File: config.mk
export PLATFORM = sky130hd
export DESIGN_NAME = hotspot_profiler
export DESIGN_NICKNAME = d
export VERILOG_FILES = /design/src/rtl/hsp_pkg.sv /design/src/rtl/hsp_tally.sv /design/src/rtl/hsp_bank.sv /design/src/rtl/hotspot_profiler.sv
export SDC_FILE = /design/constraint.sdc
export NUM_CORES = 1
export LEC_CHECK = 0
export BUFFER_PORTS_ARGS = -buffer_cell sky130_fd_sc_hd__buf_2
export CAP_MARGIN = 25
export CORE_UTILIZATION = 52
export DETAILED_ROUTE_END_ITERATION = 16
export PLACE_DENSITY = 0.78
export SKIP_LAST_GASP = 1
export SLEW_MARGIN = 20
export SYNTH_ARGS = -nofsm -noshare
export SYNTH_HDL_FRONTEND = slang
export SYNTH_SLANG_ARGS = --single-unit
File: constraint.sdc
create_clock -name clk -period 21.1 [get_ports clk]
set_input_delay 2.11 -clock clk [delete_from_list [all_inputs] [get_ports clk]]
set_output_delay 2.11 -clock clk [all_outputs]
set_load 0.01 [all_outputs]
File: src/rtl/hsp_pkg.sv
package hsp_pkg;

    localparam int HSP_STAGES  = 8;
    localparam int HSP_CNT_W   = 16;
    localparam int HSP_ADDR_W  = 4;
    localparam int HSP_SHORT   = 2;   // length fields below this force stage 0

    typedef enum logic [1:0] {
        SEL_CTRL = 2'd0,
        SEL_CFG  = 2'd1,
        SEL_RES  = 2'd2,
        SEL_NONE = 2'd3
    } hsp_sel_e;

    typedef struct packed {
        logic [HSP_CNT_W-1:0] len_m1;
        logic [HSP_CNT_W-1:0] count;
    } hsp_cfg_t;

    function automatic hsp_sel_e hsp_decode(input logic [HSP_ADDR_W-1:0] a);
        if (a[1:0] != 2'b00) return SEL_NONE;
        case (a[3:2])
            2'd0:    return SEL_CTRL;
            2'd1:    return SEL_CFG;
            2'd2:    return SEL_RES;
            default: return SEL_NONE;
        endcase
    endfunction

endpackage

File: src/rtl/hsp_tally.sv
module hsp_tally #(
    parameter int NSTAGE  = 8,
    parameter int TALLY_W = 17,
    localparam int IDX_W  = $clog2(NSTAGE)
) (
    input  logic              clk,
    input  logic              rst,
    input  logic              run,
    input  logic              clr,
    input  logic [NSTAGE-1:0] busy,
    output logic [IDX_W-1:0]  win_idx
);
    logic [TALLY_W-1:0] tally [NSTAGE];
    logic [TALLY_W-1:0] nxt   [NSTAGE];

    // tallies including the current cycle, so the last cycle of an interval counts
    always_comb begin
        logic [TALLY_W-1:0] best;
        for (int i = 0; i < NSTAGE; i++)
            nxt[i] = tally[i] + TALLY_W'(busy[i]);
        best    = nxt[0];
        win_idx = '0;
        for (int i = 1; i < NSTAGE; i++) begin
            if (nxt[i] > best) begin
                best    = nxt[i];
                win_idx = IDX_W'(i);
            end
        end
    end

    for (genvar g = 0; g < NSTAGE; g++) begin : g_tally
        always_ff @(posedge clk) begin
            if (rst || clr)
                tally[g] <= '0;
            else if (run)
                tally[g] <= nxt[g];
        end
    end

endmodule

File: src/rtl/hsp_bank.sv
module hsp_bank #(
    parameter int NSTAGE = 8,
    parameter int CNT_W  = 16,
    localparam int IDX_W  = $clog2(NSTAGE),
    localparam int NWORD  = NSTAGE / 2,
    localparam int PTR_W  = (NWORD > 1) ? $clog2(NWORD) : 1
) (
    input  logic                    clk,
    input  logic                    rst,
    input  logic                    clr,
    input  logic                    inc,
    input  logic [IDX_W-1:0]        inc_idx,
    input  logic [PTR_W-1:0]        sel,
    output logic [2*CNT_W-1:0]      word,
    output logic [NSTAGE*CNT_W-1:0] flat
);
    logic [CNT_W-1:0]   cnt   [NSTAGE];
    logic [2*CNT_W-1:0] words [NWORD];

    for (genvar g = 0; g < NSTAGE; g++) begin : g_cnt
        always_ff @(posedge clk) begin
            if (rst || clr)
                cnt[g] <= '0;
            else if (inc && inc_idx == IDX_W'(g))
                cnt[g] <= cnt[g] + 1'b1;
        end
        assign flat[g*CNT_W +: CNT_W] = cnt[g];
    end

    for (genvar w = 0; w < NWORD; w++) begin : g_word
        assign words[w] = {cnt[2*w+1], cnt[2*w]};
    end

    assign word = words[sel];

endmodule

File: src/rtl/hotspot_profiler.sv
module hotspot_profiler
    import hsp_pkg::*;
#(
    parameter int NSTAGE = HSP_STAGES,
    parameter int CNT_W  = HSP_CNT_W,
    parameter int ADDR_W = HSP_ADDR_W,
    localparam int DATA_W = 2 * CNT_W,
    localparam int IDX_W  = $clog2(NSTAGE),
    localparam int NWORD  = NSTAGE / 2,
    localparam int PTR_W  = (NWORD > 1) ? $clog2(NWORD) : 1
) (
    input  logic              clk,
    input  logic              rst,
    input  logic              bus_wr,
    input  logic              bus_rd,
    input  logic [ADDR_W-1:0] bus_addr,
    input  logic [DATA_W-1:0] bus_wdata,
    output logic [DATA_W-1:0] bus_rdata,
    input  logic [NSTAGE-1:0] stage_busy,
    output logic              meas_done
);
    hsp_sel_e           sel;
    hsp_cfg_t           cfg;
    logic               enable, done;
    logic [CNT_W-1:0]   cyc, total;
    logic [PTR_W-1:0]   ptr;
    logic               start, halt, res_rd, zero_stop, iv_end, last_iv, wrap;
    logic [IDX_W-1:0]   win_idx, credit_idx;
    logic [DATA_W-1:0]  res_word;
    logic [NSTAGE*CNT_W-1:0] cnt_flat;

    assign sel       = hsp_decode(HSP_ADDR_W'(bus_addr));
    assign start     = bus_wr && sel == SEL_CTRL &&  bus_wdata[0];
    assign halt      = bus_wr && sel == SEL_CTRL && !bus_wdata[0];
    assign res_rd    = bus_rd && sel == SEL_RES;
    assign zero_stop = enable && cfg.count == '0 && res_rd;
    assign iv_end    = enable && !start && !halt && !zero_stop && (cyc >= cfg.len_m1);
    assign last_iv   = iv_end && cfg.count != '0 && total == cfg.count - 1'b1;
    assign wrap      = iv_end && total == '1;
    assign credit_idx = (cfg.len_m1 < CNT_W'(HSP_SHORT)) ? '0 : win_idx;

    hsp_tally #(.NSTAGE(NSTAGE), .TALLY_W(CNT_W + 1)) u_tally (
        .clk     (clk),
        .rst     (rst),
        .run     (enable),
        .clr     (start || iv_end),
        .busy    (stage_busy),
        .win_idx (win_idx)
    );

    hsp_bank #(.NSTAGE(NSTAGE), .CNT_W(CNT_W)) u_bank (
        .clk     (clk),
        .rst     (rst),
        .clr     (start || wrap),
        .inc     (iv_end && !wrap),
        .inc_idx (credit_idx),
        .sel     (ptr),
        .word    (res_word),
        .flat    (cnt_flat)
    );

    always_ff @(posedge clk) begin
        if (rst) begin
            cfg    <= '0;
            enable <= 1'b0;
            done   <= 1'b0;
            cyc    <= '0;
            total  <= '0;
            ptr    <= '0;
        end else begin
            if (bus_wr && sel == SEL_CFG)
                cfg <= hsp_cfg_t'(bus_wdata);

            if (start) begin
                enable <= 1'b1;
                done   <= 1'b0;
                cyc    <= '0;
                total  <= '0;
            end else if (halt) begin
                enable <= 1'b0;
            end else if (zero_stop || last_iv) begin
                enable <= 1'b0;
                done   <= 1'b1;
                total  <= total + 1'b1;
            end else if (iv_end) begin
                cyc    <= '0;
                total  <= total + 1'b1;
            end else if (enable) begin
                cyc    <= cyc + 1'b1;
            end

            if (start)
                ptr <= '0;
            else if (res_rd)
                ptr <= ptr + 1'b1;
        end
    end

    always_ff @(posedge clk) begin
        if (rst) begin
            bus_rdata <= '0;
        end else if (bus_rd) begin
            case (sel)
                SEL_CTRL: bus_rdata <= {{(DATA_W-2){1'b0}}, done, enable};
                SEL_CFG:  bus_rdata <= DATA_W'(cfg);
                SEL_RES:  bus_rdata <= res_word;
                default:  bus_rdata <= '0;
            endcase
        end
    end

    assign meas_done = done;

endmodule

==> flow_metrics.env <==
export IMPL_hold_path_class="flop to flop"
export IMPL_synth_seq_cells=364
export IMPL_synth_cells=2559
export IMPL_drt_first_pass_iters=8
export IMPL_finalWorstSetupSlack_ns=1.41
export IMPL_critPathSlowestCell="o311ai_0"
export IMPL_num_vias=20035
export IMPL_synth_net_count=2768
export IMPL_seq_power_share_pct=37.9
export IMPL_h_tree_depth=2
export IMPL_max_clock_path_buffers=3
export IMPL_grt_pass1_vias=19257
export IMPL_grt_use_total_pct=27.9
export IMPL_fill_cells=3756
export IMPL_drv_slew=0
export IMPL_syn_to_final_growth_pct=10.4
export IMPL_ioPinCount=81
export IMPL_power_switching_mw=0.711
export IMPL_clkPwrFrac_pct=33.9
export IMPL_grt_setup_unrepaired="no"
export IMPL_design_area_um2=26600
export IMPL_final_nets=2832
export IMPL_max_clock_freq_ghz=0.0508
export IMPL_crit_path_max_incr_delay_ns=0.84
export IMPL_crit_fanout=27
export IMPL_clk_pin_slew_ns=0.06
export IMPL_tns_ns=0
export IMPL_cellPowerDensity_nw_per_um2=80.5
export IMPL_overflow=0
export IMPL_internal_power_mw=1.43
export IMPL_place_congestion=1.00
export IMPL_ant_nets=0
export IMPL_synth_edf_count=264
export IMPL_worst_setup_path_end_kind="flop"
export IMPL_clk_latency_ns=0.59
export IMPL_die_area_um2=47200
export IMPL_wl_met3_mm=4.77
export IMPL_portBuffers=80
export IMPL_cp_start_kind="primary input"
export IMPL_tightest_slew_ns=1.05
export IMPL_yosysSeqAreaShare_pct=41.2
export IMPL_die_h_um=217
export IMPL_wl_met1_mm=28.1
export IMPL_worstPathRequired_ns=21.36
export IMPL_antennaDiodeCount=0
export IMPL_pwr_share_comb_pct=28.2
export IMPL_maxCapViolCount=0
export IMPL_worst_r2r_setup_slack_ns=2.63
export IMPL_grt_max_degree=81
export IMPL_hold_slack_ns=0.462
export IMPL_postCtsSetupBuffers=0
export IMPL_core_area_um2=45600
export IMPL_critPathMostFrequentCell="ha_1"
export IMPL_vias_per_cell=6.16
export IMPL_drt_wirelength_per_cell_um=20.2
export IMPL_period_needed_ns=19.69
export IMPL_grt_pass1_wl_mm=105
export IMPL_ir_worst_vdd_uv=96.0
export IMPL_die_x_um=217
export IMPL_synth_warnings=0
export IMPL_finalClockSkew_ns=0.0272
export IMPL_dr_max_layer_used="met4"
export IMPL_antenna_found_initial=0
export IMPL_place_ws_ns=0.927
export IMPL_syn_area_um2=24100
export IMPL_wirelength_mm=65.7
export IMPL_clock_root_buffer="clkbuf_16"
export IMPL_slew_headroom_pct=29.9
export IMPL_finalSetupViolCount=0
export IMPL_p_total_mw=2.14
export IMPL_hpwl_mm=49.1
export IMPL_critPathKind="primary input to flop"
export IMPL_cts_sinks=364
export IMPL_num_rows=78
export IMPL_drc=0
export IMPL_min_period_over_period_pct=93.3
export IMPL_hold_violations=0
export IMPL_start_util_pct=52.9
export IMPL_final_core_util_pct=58.4
export IMPL_drive_above_1_share_pct=10.5
export IMPL_synth_cell_types=80
export IMPL_cts_buffers=41
export IMPL_status="complete, no violations"
export IMPL_dp_cells=3177
export IMPL_p_leak_nw=10.3
export IMPL_drt_iter0_drc=2079
export IMPL_wl_met2_mm=30.8
export IMPL_cp_arrival_ns=19.94
export IMPL_syn_avg_cell_area_um2=9.42
export IMPL_synth_async_reset_ratio_pct=0
export IMPL_swShare_pct=33.2
export IMPL_place_area_um2=25200
export IMPL_fin_cells=3255
export IMPL_cts_tree="done"
export IMPL_synthFlopType="edfxtp_1"
==> power by group through the flow <==
stage / Clock [mW] / Sequential, mW / Combinational [mW]
after floorplan: 0 / 0.822 / 0.415
after global placement: 0 / 0.826 / 0.572
after detailed placement: 0 / 0.828 / 0.584
after CTS: 0.734 / 0.813 / 0.590
after global routing: 0.762 / 0.816 / 0.659
final: 0.726 / 0.813 / 0.604
==> cells in the final DEF, fill, tap and decap left out, types with 30 or more instances in the layout <==
cell	instances
nor2_1	347
edfxtp_1	264
nand2_1	212
ha_1	161
xor2_1	145
inv_1	144
nand3_1	125
xnor2_1	123
a21oi_1	123
dfxtp_1	98
buf_2	80
nor3_1	79
o21ai_0	78
nand4_1	62
and2_1	60
and3_1	59
clkbuf_16	42
buf_4	34
mux4_2	32
a222oi_1	30
==> critical path: cells and delay by family <==
| family | cells | cell delay [ns] |
|---|---|---|
| AOI/OAI and AO/OA | 37 | 9.06 |
| xor gates and xnor gates | 1 | 0.25 |
| adders and majority gates | 9 | 2.63 |
| buffers and inverters | 6 | 1.40 |
| muxes | 2 | 0.96 |
| and+or+nand+nor | 16 | 3.50 |
==> worst paths after layout <==
| kind | from | cells after the start | end |
|---|---|---|---|
| hold reg to reg | bus_rdata[0] | 2 | bus_rdata[0] |
| setup reg to reg | u_tally.tally[0][21] | 69 | u_bank.cnt[1][63] |
| setup / recovery | stage_busy[0] | 71 | u_bank.cnt[1][63] |
| hold / removal | bus_rdata[0] | 2 | bus_rdata[0] |
==> layer usage <==
metal | vias up | GRT usage, %
li1 | 9387 | -
met1 | 9667 | 37.6
met2 | 840 | 45.5
met3 | 141 | 4.79
met4 | 0 | 9.37
met5 | - | 0
==> cells in the mapped netlist (15+ instances only) <==
cell type,count,area (um^2)
o21ai_0,83,415
nor3_1,79,395
xor2_1,145,1270
mux2_2,21,236
a222oi_1,30,300
and3_1,60,375
o31ai_1,17,128
mux4_2,32,721
nand3_1,126,631
ha_1,161,2010
o22ai_1,15,93.8
nand4_1,62,388
dfxtp_1,100,2000
clkbuf_1,81,304
and4_1,21,184
mux2i_1,25,250
a21oi_1,124,621
edfxtp_1,264,7930
a21o_1,27,203
nor2_1,347,1300
and2_1,60,375
nand2_1,212,796
xnor2_1,123,1080
inv_1,144,541
==> registers in the layout (all words and copies together), names as in the netlist <==
signal and cells:
u_tally.tally 136, u_bank.cnt 128, bus_rdata 32, cfg 32
cyc 16, total 16, ptr 2, enable 1
meas_done 1
==> logic make-up (layout without fill, tap and decap cells) <==
kind of cell / Yosys count / in the layout / synth area share [%]
multiplexers: 79 / 79 / 5.07
AO/OA/AOI/OAI: 391 / 391 / 10.7
AND/OR/NAND/NOR: 1053 / 1053 / 21.0
buffers and inverters: 242 / 338 / 3.93
flip-flops: 364 / 364 / 41.2
adder cells (fa/ha/maj): 162 / 162 / 8.40
XOR/XNOR: 268 / 268 / 9.74
==> area by class of cell <==
cell class	count	area [um^2]	share of cell area (%)
multi-input combinational	1953	13300	49.9
clock inverter	21	199	0.748
sequential	364	9930	37.3
timing repair buffer	119	766	2.88
clock buffer	54	1150	4.34
inverter	144	541	2.03
tap	600	751	2.82
==> repair_timing <==
item                       CTS  global route
hold buffers                 0             0
hold endpoints to repair     0             0
setup endpoints to repair    0           188
gates resized for setup      0             2
Power figures use the tool's default switching activity.
